## src/rtl/soc_ctrl_pkg.sv

```systemverilog
// Package: word indices, command codes and decoded strobe types shared by
// the system control register bank. Assumes a 5-bit word index space.
package soc_ctrl_pkg;

    localparam int W_GPIO_IN    = 0;
    localparam int W_GPIO_OUT   = 1;
    localparam int W_GPIO_IRQEN = 2;
    localparam int W_CFG        = 16;
    localparam int W_SCRATCH    = 20;
    localparam int W_LOCK       = 21;
    localparam int W_FREQ       = 29;
    localparam int W_CAPS       = 30;
    localparam int W_SYSID      = 31;

    localparam int TMR_BASE   = 4;
    localparam int TMR_STRIDE = 4;
    localparam int TMR_SPAN   = 3;

    localparam logic [15:0] CFG_CMD_POWEROFF = 16'h000E;
    localparam logic [31:0] CFG_READY_WORD   = 32'h0000_0001;

    typedef enum logic [3:0] {
        RS_NONE,
        RS_GPIO_IN,
        RS_GPIO_OUT,
        RS_GPIO_IRQEN,
        RS_TIMER,
        RS_CFG,
        RS_SCRATCH,
        RS_LOCK,
        RS_FREQ,
        RS_CAPS,
        RS_SYSID
    } rd_src_e;

    typedef struct packed {
        logic gpio_out;
        logic gpio_irqen;
        logic cfg;
        logic scratch;
        logic lock;
        logic sysid;
    } wr_strobe_t;

endpackage

```

## src/rtl/soc_ctrl_decode.sv

```systemverilog
// Address decoder: turns a word index plus strobe into write strobes, a
// read-source selector and per-channel timer window hits.
// Assumes NUM_TIMERS windows at 4(n+1) stay below index 16.
module soc_ctrl_decode
    import soc_ctrl_pkg::*;
#(
    parameter int WORD_W     = 5,
    parameter int NUM_TIMERS = 2
) (
    input  logic                  sel,
    input  logic                  we,
    input  logic [WORD_W-1:0]     word,
    output wr_strobe_t            wr,
    output rd_src_e               rsrc,
    output logic [NUM_TIMERS-1:0] tmr_hit
);

    logic wr_en;
    assign wr_en = sel && we;

    // Per-channel window match, one comparator pair per timer.
    for (genvar n = 0; n < NUM_TIMERS; n++) begin : g_tmr_win
        localparam int LO = TMR_BASE + n * TMR_STRIDE;
        localparam int HI = LO + TMR_SPAN;
        assign tmr_hit[n] = (word >= WORD_W'(LO)) && (word < WORD_W'(HI));
    end

    // Write strobes for the locally held registers.
    always_comb begin
        wr.gpio_out   = wr_en && (word == WORD_W'(W_GPIO_OUT));
        wr.gpio_irqen = wr_en && (word == WORD_W'(W_GPIO_IRQEN));
        wr.cfg        = wr_en && (word == WORD_W'(W_CFG));
        wr.scratch    = wr_en && (word == WORD_W'(W_SCRATCH));
        wr.lock       = wr_en && (word == WORD_W'(W_LOCK));
        wr.sysid      = wr_en && (word == WORD_W'(W_SYSID));
    end

    // Read source selection; unmatched indices fall to RS_NONE.
    always_comb begin
        if (|tmr_hit)                            rsrc = RS_TIMER;
        else if (word == WORD_W'(W_GPIO_IN))     rsrc = RS_GPIO_IN;
        else if (word == WORD_W'(W_GPIO_OUT))    rsrc = RS_GPIO_OUT;
        else if (word == WORD_W'(W_GPIO_IRQEN))  rsrc = RS_GPIO_IRQEN;
        else if (word == WORD_W'(W_CFG))         rsrc = RS_CFG;
        else if (word == WORD_W'(W_SCRATCH))     rsrc = RS_SCRATCH;
        else if (word == WORD_W'(W_LOCK))        rsrc = RS_LOCK;
        else if (word == WORD_W'(W_FREQ))        rsrc = RS_FREQ;
        else if (word == WORD_W'(W_CAPS))        rsrc = RS_CAPS;
        else if (word == WORD_W'(W_SYSID))       rsrc = RS_SYSID;
        else                                     rsrc = RS_NONE;
    end

endmodule

```

## src/rtl/soc_ctrl_gpio.sv

```systemverilog
// GPIO slice: two-flop input synchronizer, output and interrupt-enable
// registers, and a one-cycle change interrupt for enabled bits.
// Assumes the pins rest at STRAP during reset.
module soc_ctrl_gpio #(
    parameter int               GPIO_W = 32,
    parameter logic [GPIO_W-1:0] STRAP = '0
) (
    input  logic              clk,
    input  logic              rst_n,
    input  logic [GPIO_W-1:0] pins,
    input  logic              wr_out,
    input  logic              wr_irqen,
    input  logic [GPIO_W-1:0] wdata,
    output logic [GPIO_W-1:0] in_sync,
    output logic [GPIO_W-1:0] out_q,
    output logic [GPIO_W-1:0] irqen_q,
    output logic              irq
);

    logic [GPIO_W-1:0] meta_q;
    logic [GPIO_W-1:0] prev_q;

    // Synchronize the pins and keep the previous synchronized level.
    always_ff @(posedge clk) begin
        if (!rst_n) begin
            meta_q  <= STRAP;
            in_sync <= STRAP;
            prev_q  <= STRAP;
        end else begin
            meta_q  <= pins;
            in_sync <= meta_q;
            prev_q  <= in_sync;
        end
    end

    // Software-written output and enable registers.
    always_ff @(posedge clk) begin
        if (!rst_n) begin
            out_q   <= '0;
            irqen_q <= '0;
        end else begin
            if (wr_out)   out_q   <= wdata;
            if (wr_irqen) irqen_q <= wdata;
        end
    end

    // Registered interrupt pulse on any enabled level change.
    always_ff @(posedge clk) begin
        if (!rst_n) irq <= 1'b0;
        else        irq <= |((in_sync ^ prev_q) & irqen_q);
    end

endmodule

```

## src/rtl/soc_ctrl_misc.sv

```systemverilog
// Side-effect registers: power-off command detection, reset request on
// identity writes, debug scratch word and the sticky debug lock.
module soc_ctrl_misc
    import soc_ctrl_pkg::*;
(
    input  logic        clk,
    input  logic        rst_n,
    input  logic        wr_cfg,
    input  logic        wr_scratch,
    input  logic        wr_lock,
    input  logic        wr_sysid,
    input  logic [31:0] wdata,
    output logic        shutdown_req,
    output logic        reset_req,
    output logic [31:0] scratch_q,
    output logic        lock_q
);

    // One-cycle request pulses following the triggering write.
    always_ff @(posedge clk) begin
        if (!rst_n) begin
            shutdown_req <= 1'b0;
            reset_req    <= 1'b0;
        end else begin
            shutdown_req <= wr_cfg && (wdata[15:0] == CFG_CMD_POWEROFF);
            reset_req    <= wr_sysid;
        end
    end

    // Scratch storage and the set-only lock flag.
    always_ff @(posedge clk) begin
        if (!rst_n) begin
            scratch_q <= '0;
            lock_q    <= 1'b0;
        end else begin
            if (wr_scratch) scratch_q <= wdata;
            if (wr_lock)    lock_q    <= 1'b1;
        end
    end

endmodule

```

## src/rtl/soc_ctrl_regs.sv

```systemverilog
// Top: system control register bank. Word-only bus, combinational read data,
// timer windows decoded and muxed in. Assumes GPIO_W <= 32 and ADDR_W >= 7.
module soc_ctrl_regs
    import soc_ctrl_pkg::*;
#(
    parameter int               ADDR_W     = 7,
    parameter int               GPIO_W     = 32,
    parameter int               NUM_TIMERS = 2,
    parameter logic [GPIO_W-1:0] STRAP     = GPIO_W'(1),
    parameter logic [31:0]      CLK_HZ     = 32'd80_000_000,
    parameter logic [31:0]      CAPS       = 32'h0000_0000,
    parameter logic [31:0]      SYS_ID     = 32'h1001_4D31
) (
    input  logic                     clk,
    input  logic                     rst_n,
    input  logic                     bus_sel,
    input  logic                     bus_we,
    input  logic [ADDR_W-1:0]        bus_addr,
    input  logic [31:0]              bus_wdata,
    output logic [31:0]              bus_rdata,
    input  logic [GPIO_W-1:0]        gpio_in,
    output logic [GPIO_W-1:0]        gpio_out,
    output logic                     gpio_irq,
    output logic [NUM_TIMERS-1:0]    tmr_sel,
    output logic [1:0]               tmr_reg,
    input  logic [NUM_TIMERS*32-1:0] tmr_rdata,
    output logic                     shutdown_req,
    output logic                     reset_req
);

    localparam int WORD_W = ADDR_W - 2;

    logic [WORD_W-1:0]     word;
    logic [1:0]            unused_byte_lane;
    wr_strobe_t            wr;
    rd_src_e               rsrc;
    logic [NUM_TIMERS-1:0] tmr_hit;
    logic [GPIO_W-1:0]     gpio_sync;
    logic [GPIO_W-1:0]     gpio_irqen;
    logic [31:0]           scratch_q;
    logic                  dbg_lock;
    logic [31:0]           tmr_rd;

    assign word             = bus_addr[ADDR_W-1:2];
    assign unused_byte_lane = bus_addr[1:0];
    assign tmr_sel          = bus_sel ? tmr_hit : '0;
    assign tmr_reg          = word[1:0];

    soc_ctrl_decode #(.WORD_W(WORD_W), .NUM_TIMERS(NUM_TIMERS)) u_dec (
        .sel     (bus_sel),
        .we      (bus_we),
        .word    (word),
        .wr      (wr),
        .rsrc    (rsrc),
        .tmr_hit (tmr_hit)
    );

    soc_ctrl_gpio #(.GPIO_W(GPIO_W), .STRAP(STRAP)) u_gpio (
        .clk      (clk),
        .rst_n    (rst_n),
        .pins     (gpio_in),
        .wr_out   (wr.gpio_out),
        .wr_irqen (wr.gpio_irqen),
        .wdata    (bus_wdata[GPIO_W-1:0]),
        .in_sync  (gpio_sync),
        .out_q    (gpio_out),
        .irqen_q  (gpio_irqen),
        .irq      (gpio_irq)
    );

    soc_ctrl_misc u_misc (
        .clk          (clk),
        .rst_n        (rst_n),
        .wr_cfg       (wr.cfg),
        .wr_scratch   (wr.scratch),
        .wr_lock      (wr.lock),
        .wr_sysid     (wr.sysid),
        .wdata        (bus_wdata),
        .shutdown_req (shutdown_req),
        .reset_req    (reset_req),
        .scratch_q    (scratch_q),
        .lock_q       (dbg_lock)
    );

    // Pick the read data slice of the timer whose window matches.
    always_comb begin
        tmr_rd = '0;
        for (int n = 0; n < NUM_TIMERS; n++) begin
            if (tmr_hit[n]) tmr_rd = tmr_rdata[n*32 +: 32];
        end
    end

    // Read data mux over all sources.
    always_comb begin
        case (rsrc)
            RS_GPIO_IN:    bus_rdata = 32'(gpio_sync);
            RS_GPIO_OUT:   bus_rdata = 32'(gpio_out);
            RS_GPIO_IRQEN: bus_rdata = 32'(gpio_irqen);
            RS_TIMER:      bus_rdata = tmr_rd;
            RS_CFG:        bus_rdata = CFG_READY_WORD;
            RS_SCRATCH:    bus_rdata = scratch_q;
            RS_LOCK:       bus_rdata = {31'd0, dbg_lock};
            RS_FREQ:       bus_rdata = CLK_HZ;
            RS_CAPS:       bus_rdata = CAPS;
            RS_SYSID:      bus_rdata = SYS_ID;
            default:       bus_rdata = '0;
        endcase
    end

endmodule

```

## config.mk

```make
export PLATFORM = sky130hd
export DESIGN_NAME = soc_ctrl_regs
export DESIGN_NICKNAME = d
export VERILOG_FILES = /design/src/rtl/soc_ctrl_pkg.sv /design/src/rtl/soc_ctrl_decode.sv /design/src/rtl/soc_ctrl_gpio.sv /design/src/rtl/soc_ctrl_misc.sv /design/src/rtl/soc_ctrl_regs.sv
export SDC_FILE = /design/constraint.sdc
export NUM_CORES = 1
export LEC_CHECK = 0
export BUFFER_PORTS_ARGS = -buffer_cell sky130_fd_sc_hd__buf_2
export CAP_MARGIN = 15
export CORE_UTILIZATION = 54
export CTS_CLUSTER_DIAMETER = 80
export DETAILED_ROUTE_END_ITERATION = 7
export HOLD_SLACK_MARGIN = 0.06
export PLACE_DENSITY_LB_ADDON = 0.12
export REMOVE_ABC_BUFFERS = 1
export SETUP_SLACK_MARGIN = 0.3
export SLEW_MARGIN = 20
export SYNTH_ARGS = -nofsm -noshare
export SYNTH_HDL_FRONTEND = slang
export SYNTH_HIERARCHICAL = 1
export SYNTH_SLANG_ARGS = --single-unit
```

## constraint.sdc

```tcl
create_clock -name clk -period 2.94 [get_ports clk]
set_clock_uncertainty 0.15 [all_clocks]
set_input_delay 0.441 -clock clk [delete_from_list [all_inputs] [get_ports clk]]
set_output_delay 0.441 -clock clk [all_outputs]
set_load 0.02 [all_outputs]
```

After elaboration in Yosys (flattened, before gate mapping). Cells that the tools add are included.

Flip-flop bits (word level): 196. Output and inout bits: 71. Logic and storage cells: 61. Input bits: 139.

Equality and inequality tests: 18. Order comparisons: 4. Bitwise logic cells: 2. Mux-type cells: 14. Reductions and logical operators: 13.

Operator list (number): $pmux 32 s9 (1); $mux 32 (2); $mux 4 (10); $and 32x32->32 (1); $reduce_or 32->1 (1); $xor 32x32->32 (1); $eq 5x5->1 const B (6); $eq 16x4->1 const B (1); $eq 4x3->1 const B (4); $logic_and 1x1->1 (10); $eq 4x2->1 const B (2); $eq 4x4->1 const B (2); $eq 5x1->1 const B (1); $eq 5x2->1 const B (1); $ge 5x3->1 const B (1); $ge 5x4->1 const B (1); $logic_not 5->1 (1); $lt 5x3->1 const B (1); $lt 5x4->1 const B (1); $eq 4x1->1 const B (1); $mux 2 (1); $reduce_or 2->1 (1).

Depth between registers and ports, before layout. Gate-level depths: netlist (run 1).

Depth after elaboration: 13. Gate-level depth with buffers: 10. Depth with buffers taken out: 6.

Modules after synthesis. Netlist (run 1), hierarchy kept.

By module, submodules not included: soc_ctrl_gpio (area each 5432.7 um^2, instances 1, seq. area each 3223.1 um^2, cells an instance 462); soc_ctrl_regs (area each 1918.1 um^2, instances 1, seq. area each 0.0 um^2, cells an instance 249); soc_ctrl_misc (area each 1365.1 um^2, instances 1, seq. area each 700.7 um^2, cells an instance 114); soc_ctrl_decode (area each 281.5 um^2, instances 1, seq. area each 0.0 um^2, cells an instance 41).

Least setup slack after synthesis (run 1). No wires, ideal clock.

Path kind: input -> output. Start: in bus_addr[6]. End: out bus_rdata[19]. Path buffers: 3. Setup slack: -0.032 ns. Stages: 8. Arrival time: 2.381 ns. Required time: 2.349 ns. Cells stage by stage: buf_2 -> and4_2 -> o21ai_0 -> o31ai_1 -> buf_6 -> or4b_4 -> clkbuf_1 -> o21ai_0.

Cells in the longest elaborated chain, start to end: 13. Elaborated cells on any way between the ends: 38. Classes of those cells: order compare (4); eq/ne (17); mux (13); reduce/logical (4).

Ends and longest elaborated chain: start: declaration (line soc_ctrl_regs.sv:18) `input logic [ADDR_W-1:0] bus_addr,`; $eq 5x5->1 (line soc_ctrl_decode.sv:49) `else if (word == WORD_W'(W_SYSID)) rsrc = RS_SYSID;`; $mux 4 (line soc_ctrl_decode.sv:49); $mux 4 (line soc_ctrl_decode.sv:48) `else if (word == WORD_W'(W_CAPS)) rsrc = RS_CAPS;`; $mux 4 (line soc_ctrl_decode.sv:47) `else if (word == WORD_W'(W_FREQ)) rsrc = RS_FREQ;`; $mux 4 (line soc_ctrl_decode.sv:46) `else if (word == WORD_W'(W_LOCK)) rsrc = RS_LOCK;`; $mux 4 (line soc_ctrl_decode.sv:45) `else if (word == WORD_W'(W_SCRATCH)) rsrc = RS_SCRATCH;`; $mux 4 (line soc_ctrl_decode.sv:44) `else if (word == WORD_W'(W_CFG)) rsrc = RS_CFG;`; $mux 4 (line soc_ctrl_decode.sv:43) `else if (word == WORD_W'(W_GPIO_IRQEN)) rsrc = RS_GPIO_IRQEN;`; $mux 4 (line soc_ctrl_decode.sv:42) `else if (word == WORD_W'(W_GPIO_OUT)) rsrc = RS_GPIO_OUT;`; $mux 4 (line soc_ctrl_decode.sv:41) `else if (word == WORD_W'(W_GPIO_IN)) rsrc = RS_GPIO_IN;`; $mux 4 * (line soc_ctrl_decode.sv:40) `if (|tmr_hit) rsrc = RS_TIMER;`; net rsrc[1] (line soc_ctrl_regs.sv:36) `rd_src_e rsrc;`; $eq 4x4->1 (tied with other cells) (line soc_ctrl_regs.sv:95) `case (rsrc)`; $pmux 32 s9 * (line soc_ctrl_regs.sv:95); end: declaration (line soc_ctrl_regs.sv:20) `output logic [31:0] bus_rdata,`.

Mark *: on every way through the listed nets, which the timed path passes. The rest lies on a longest branch.

Worst setup path in the final report (run 1).
Start: in bus_addr[2]. End: out bus_rdata[0].

Same word-level chain as after synthesis.

==> results of run 1 <==
-- through the flow --
step / hold slack, ns / worst slack (ns)
after floorplan: 0.236 / -2.78
after global placement: 0.246 / -0.224
after detailed placement: 0.246 / -0.280
after CTS: 0.0602 / 0.0233
after global routing: 0.0619 / -0.119
final: 0.0748 / -0.0628
-- registers in the layout (all words and copies together) (netlist names) --
signal,cells
u_gpio/irq,1
u_gpio/prev_q,32
u_misc/reset_req,1
u_gpio/irqen_q,32
u_gpio/in_sync,32
u_misc/shutdown_req,1
u_gpio/out_q,32
u_misc/scratch_q,32
u_gpio/meta_q,32
u_misc/lock_q,1
-- area by class of cell --
cell class,instances,area (sq um),share of cell area
clock buffers,18,429,0.0351
clock inverters,14,129,0.0105
inverters,2,7.51,0.000614
multi-input cells,596,5030,0.412
flip-flops and latches,196,3920,0.321
well taps,216,270,0.0221
repair buffers,322,2430,0.199
-- layout by cell type, fill, tap and decap left out, types with 6 or more instances in the layout --
cell type      instances
xor2_1                32
o22a_1                15
nor3_1                 6
nand2b_1              10
buf_6                 31
clkbuf_16             18
buf_12                15
buf_2                170
dfxtp_1              196
and2_1                96
nand3b_1              20
mux2i_1              130
dlygate4sd3_1         15
a22oi_1               37
a22o_1                 7
buf_4                 83
nor2_1                 6
o21ai_2                6
o21ai_1               11
nand2_1                9
o221ai_2               8
nor2b_1               97
-- metal layers --
layer,up-vias,share of wire
li1,3603,-
met1,3623,0.45
met2,247,0.48
met3,27,0.058
met4,0,0.012
met5,-,0
-- repair_timing --
| action | CTS | global route |
|---|---|---|
| gates resized for setup | 120 | 34 |
| pin swaps | 35 | 14 |
| hold buffers | 14 | 1 |
| buffers inserted | 13 | 5 |
| cloned | 3 | 1 |
| setup endpoints to repair | 32 | 32 |
| endpoints found under the hold margin | 14 | 1 |
-- power by group through the flow --
stage          clock network, mW  logic, mW  registers [mW]
2_1_floorplan                  0      0.284            2.80
4_1_cts                     2.24      0.774            2.74
3_3_place_gp                   0      0.640            2.80
5_1_grt                     2.36      0.872            2.75
6_report                    2.21      0.825            2.74
3_5_place_dp                   0      0.648            2.80
-- worst register-to-register path, stage by stage (launching register included) --
cell and delay [ns]:
dfxtp_1 0.35, xor2_1 0.15, a22o_1 0.25, a221oi_2 0.28, nand4_1 0.15, o31a_1 0.25
-- worst max path at each step --
stage / endpoint / slack (ns) / start / depth (start not counted)
3_3_place_gp: bus_rdata[23] / -0.22 / bus_addr[4] / 9
6_report: bus_rdata[0] / -0.06 / bus_addr[2] / 14
3_5_place_dp: bus_rdata[23] / -0.28 / bus_addr[4] / 9
4_1_cts: bus_rdata[31] / 0.02 / bus_addr[6] / 11
5_1_grt: bus_rdata[31] / -0.12 / bus_addr[2] / 11
2_1_floorplan: u_gpio/out_q[0] / -2.78 / bus_addr[3] / 5
-- cell families after synthesis --
kind of cell / synth area share
flip-flops: 0.436
AO/OA/AOI/OAI: 0.125
AND/OR/NAND/NOR: 0.212
multiplexers: 0.148
buffers and inverters: 0.0471
XOR/XNOR: 0.0321
==> flow_summary.ini, run 1 <==
[run_status]
status = finished with violations
violations = negative setup slack

[clock_network]
numCtsBuffers = 17
htree_levels = 4
clkLatencyLatePin_ns = 0.43
path_clk_slew_ns = 0.07
cts_max_path_buffers = 2
root_buffer = clkbuf_16
numClockSinks = 196
cts_tree = yes

[sta]
setup_viol = 20
max_freq_mhz = 333
tns_ns = -0.373
layout_min_cycle_time_ns = 3.00
tightest_slew_ns = 0.653
relSlewSlack = 0.565
rsz0062_at_grt = true
setup_slack_ns = -0.0628
fin_crit_sh = 1.02
slew_violations = 0
hold_viol = 0

[finish]
drive_gt1_frac = 0.360
postLayoutCoreUtil = 0.761
design_area_sq_mm = 0.0122
areaGrowthSynthToFinish_pct = 35.9
fill_cells = 1104
final_cells = 1364
num-nets-final = 1274
diodes = 0

[drt]
route.detailed.drc = 0
vias_per_cell = 5.50
antenna_left = 0
first_pass_iters = 5
drt-initial-drc-count = 517
wirelength_microns = 25700
wl_per_cell_microns = 18.8
via_count = 7500

[worst_setup_path]
critical_path_arrival_ns = 2.41
worst_ep_required_time_ns = 2.35
slowest_delay_ns = 0.30
worst-setup-path-type = input pin to output pin
path_delay_family = buffers and inverters
cp_num_buf_inv = 8
r2r_setup_slack_ns = 1.26
path_cells = buf_12, nor4_4, buf_4, o21ai_4, o31ai_4, buf_6, buf_4, buf_6, nor3b_4, buf_6, buf_6, o2bb2ai_4, a221o_1, buf_6
rr_endpoint = u_gpio/irq
crit_path_start_kind = input pin
cpMostUsedCell = buf_6
worst-path-max-fanout = 7
slowest_stage = a221o_1
reg2regPathDepth = 5
crit-reg2reg-launch = u_gpio/in_sync[3]
end_kind = output pin

[placement]
io_buffers = 207
place_inst = 1295
dpl_cell_area_sq_mm = 0.0107
gp_congestion = 0.873
hpwl_microns = 16500

[global_routing]
gr-total-overflow = 0
grt_pass1_wl_microns = 38000
grt_use_met3 = 0.0556
grt_start_max_net_pins = 196
grt_usage = 0.298
grt_use_met1 = 0.397
grt-busiest-layer = met2
grt_pass1_vias = 7029
antenna_found_initial = 0
grtUsageMet2 = 0.494

[min_path]
holdPathStages = 2
hold_path.class = input pin to register
min_to = u_gpio/meta_q[18]
hold_start = gpio_in[18]

[floorplan]
row_count = 46
start_util = 0.560
dieArea_sq_mm = 0.0172
die_h_microns = 131
core_sq_mm = 0.0161
die_w_microns = 131
design.portCount = 210

[yosys]
syn_area_sq_mm = 0.00900
avgSynthCellArea_sq_um = 10.4
ys_ff_latch = 196
yosys.area.top_type = dfxtp_1
yosys-top-cells-area = dfxtp_1, mux2i_1, nor2b_1
async_reset_ff_frac = 0
synth_ff_type = dfxtp_1
ys_types = 66
synth_edf_count = 0
yosysWarnings = 6
synth_most_common_cell = dfxtp_1
synth_cells = 866
ys_seq_area_frac = 0.436
synth.top_cell.area_share = 0.436
ys_top_cells_by_count = dfxtp_1, mux2i_1, nor2b_1

[power_and_ir_drop]
power.total_mw = 5.78
peakVddDrop_v = 0.000401
switchingPower_mw = 1.46
p_int_mw = 4.31
p_per_area_mw_per_mm2 = 473
clkPwrFrac = 0.383
switching_share = 0.253
comb_power_share = 0.143
p_leak_nw = 4.84
seqPwrFrac = 0.475

[flow_run]
drv_cap = 0
Power figures use the tool's default switching activity.
==> inputs of run 2 (changes only) <==
--- a/config.mk
+++ b/config.mk
@@ -7,6 +7,7 @@
 export LEC_CHECK = 0
 export BUFFER_PORTS_ARGS = -buffer_cell sky130_fd_sc_hd__buf_2
 export CAP_MARGIN = 15
+export CORE_MARGIN = 1.5
 export CORE_UTILIZATION = 54
 export CTS_CLUSTER_DIAMETER = 80
 export DETAILED_ROUTE_END_ITERATION = 7
==> flow_summary.ini, run 2 (synthesis results as in run 1) <==
[run_status]
status = finished with violations
violations = negative setup slack

[finish]
design_area_sq_mm = 0.0122
drive_gt1_frac = 0.348
num-nets-final = 1272
final_cell_mix = dfxtp_1, buf_2, mux2i_1
postLayoutCoreUtil = 0.744
final_common_cell = dfxtp_1
fill_cells = 1198
diodes = 0
areaGrowthSynthToFinish_pct = 35.7

[power_and_ir_drop]
p_leak_nw = 4.85
peakVddDrop_v = 0.000451
p_per_area_mw_per_mm2 = 474

[clock_network]
numClockSinks = 196
root_buffer = clkbuf_16
cts_tree = yes
htree_levels = 4
cts_max_path_buffers = 2
clkLatencyLatePin_ns = 0.44
path_clk_slew_ns = 0.07
numCtsBuffers = 17

[sta]
fin_crit_sh = 1.02
layout_min_cycle_time_ns = 2.99
slew_violations = 0
rsz0062_at_grt = true
tightest_slew_ns = 0.574
relSlewSlack = 0.617
setup_slack_ns = -0.0487
max_freq_mhz = 335
setup_viol = 18
hold_viol = 0

[worst_setup_path]
slowest_stage = or3b_4
critical_path_arrival_ns = 2.40
end_kind = output pin
worst-path-max-fanout = 8
worst-setup-path-type = input pin to output pin
worst_ep_required_time_ns = 2.35
slowest_delay_ns = 0.45
cp_num_buf_inv = 4
path_delay_family = simple AND/OR/NAND/NOR gates
crit_path_start_kind = input pin
cpMostUsedCell = o21ai_4
path_cells = buf_16, nor4_4, o21ai_4, o31ai_4, buf_12, or3b_4, clkbuf_16, o22a_1, o21ai_4, buf_6

[flow_run]
drv_cap = 0

[drt]
route.detailed.drc = 0
via_count = 7477
first_pass_iters = 5
wirelength_microns = 25300
wl_per_cell_microns = 18.6
vias_per_cell = 5.47
antenna_left = 0
drt-initial-drc-count = 487

[placement]
dp_slack_ns = -0.300
io_buffers = 207
dpl_cell_area_sq_mm = 0.0105
hpwl_microns = 16400
gp_congestion = 0.833

[global_routing]
antenna_found_initial = 0
grt_start_max_net_pins = 96
grt_pass1_wl_microns = 37700
gr-total-overflow = 0
grt_pass1_vias = 7201
grt_usage = 0.278

[floorplan]
start_util = 0.548
design.portCount = 210
row_count = 47
core_sq_mm = 0.0164
die_h_microns = 132
dieArea_sq_mm = 0.0174
die_w_microns = 132

[min_path]
hold_path.class = input pin to register
## run 2: changes by cell type in the layout (fill, tap and decap cells not counted), sizes merged
cell | previous run | this run
inv | 6 | 10
bufbuf | 1 | 0
clkbuf | 19 | 21
bufinv | 1 | 0
buf | 305 | 294
clkinv | 4 | 6
dlygate4sd3 | 15 | 22
clkinvlp | 5 | 1
## run 2: cell type report
| class | instances | area [sq um] | area share |
|---|---|---|---|
| multi-input cells | 596 | 4990 | 0.409 |
| clock buffers | 17 | 425 | 0.0348 |
| clock inverters | 15 | 141 | 0.0116 |
| flip-flops and latches | 196 | 3920 | 0.321 |
| inverters | 2 | 10.0 | 0.000820 |
| repair buffers | 320 | 2440 | 0.200 |
| well taps | 220 | 275 | 0.0225 |
## run 2: final timing paths
path	slack (ns)	cells past startpoint	startpoint	end
max reg2reg	1.25	5	u_gpio/in_sync[2]	u_gpio/irq
min reg2reg	0.26	1	u_gpio/meta_q[0]	u_gpio/in_sync[0]
min	0.07	2	gpio_in[26]	u_gpio/meta_q[26]
max	-0.05	10	bus_addr[4]	bus_rdata[29]
## run 2: where the power goes
part,switching (mW),internal [mW],leakage (nW)
sequential,0.0301,2.71,1.60
clock,1.09,1.12,0.278
combinational,0.402,0.428,2.97
## run 2: worst register-to-register path: cells and delay by family, from the launching register on
kind	cells	cell delay, ns
flops	1	0.33
compound gates	3	0.79
simple gates	1	0.17
xor+xnor	1	0.14
## run 2: layer usage
metal,GRT usage,vias up,wire length [microns],share of wire
li1,-,3602,-,-
met1,0.371,3577,11400,0.45
met2,0.453,268,12200,0.48
met3,0.0588,30,1370,0.054
met4,0.0858,0,380,0.015
met5,0,-,0,0
## run 2: repair_timing
action / CTS / global route
resized for setup: 85 / 62
buffers inserted: 22 / 3
endpoints found under the setup margin: 32 / 32
pin swaps: 13 / 29
gates cloned: 2 / 4
hold endpoints to repair: 20 / 2
hold buffers: 20 / 2
## run 2: through the flow
step           setup TNS [ns]  hold WS [ns]  cells  total power [mW]
2_1_floorplan         -194.81         0.236    794              3.08
3_3_place_gp            -4.01         0.249   1281              3.42
3_5_place_dp            -4.99         0.249   1281              3.43
4_1_cts                     0        0.0604   1357              5.74
5_1_grt                 -1.13        0.0666   1366              5.99
6_report               -0.425        0.0748   1366              5.79
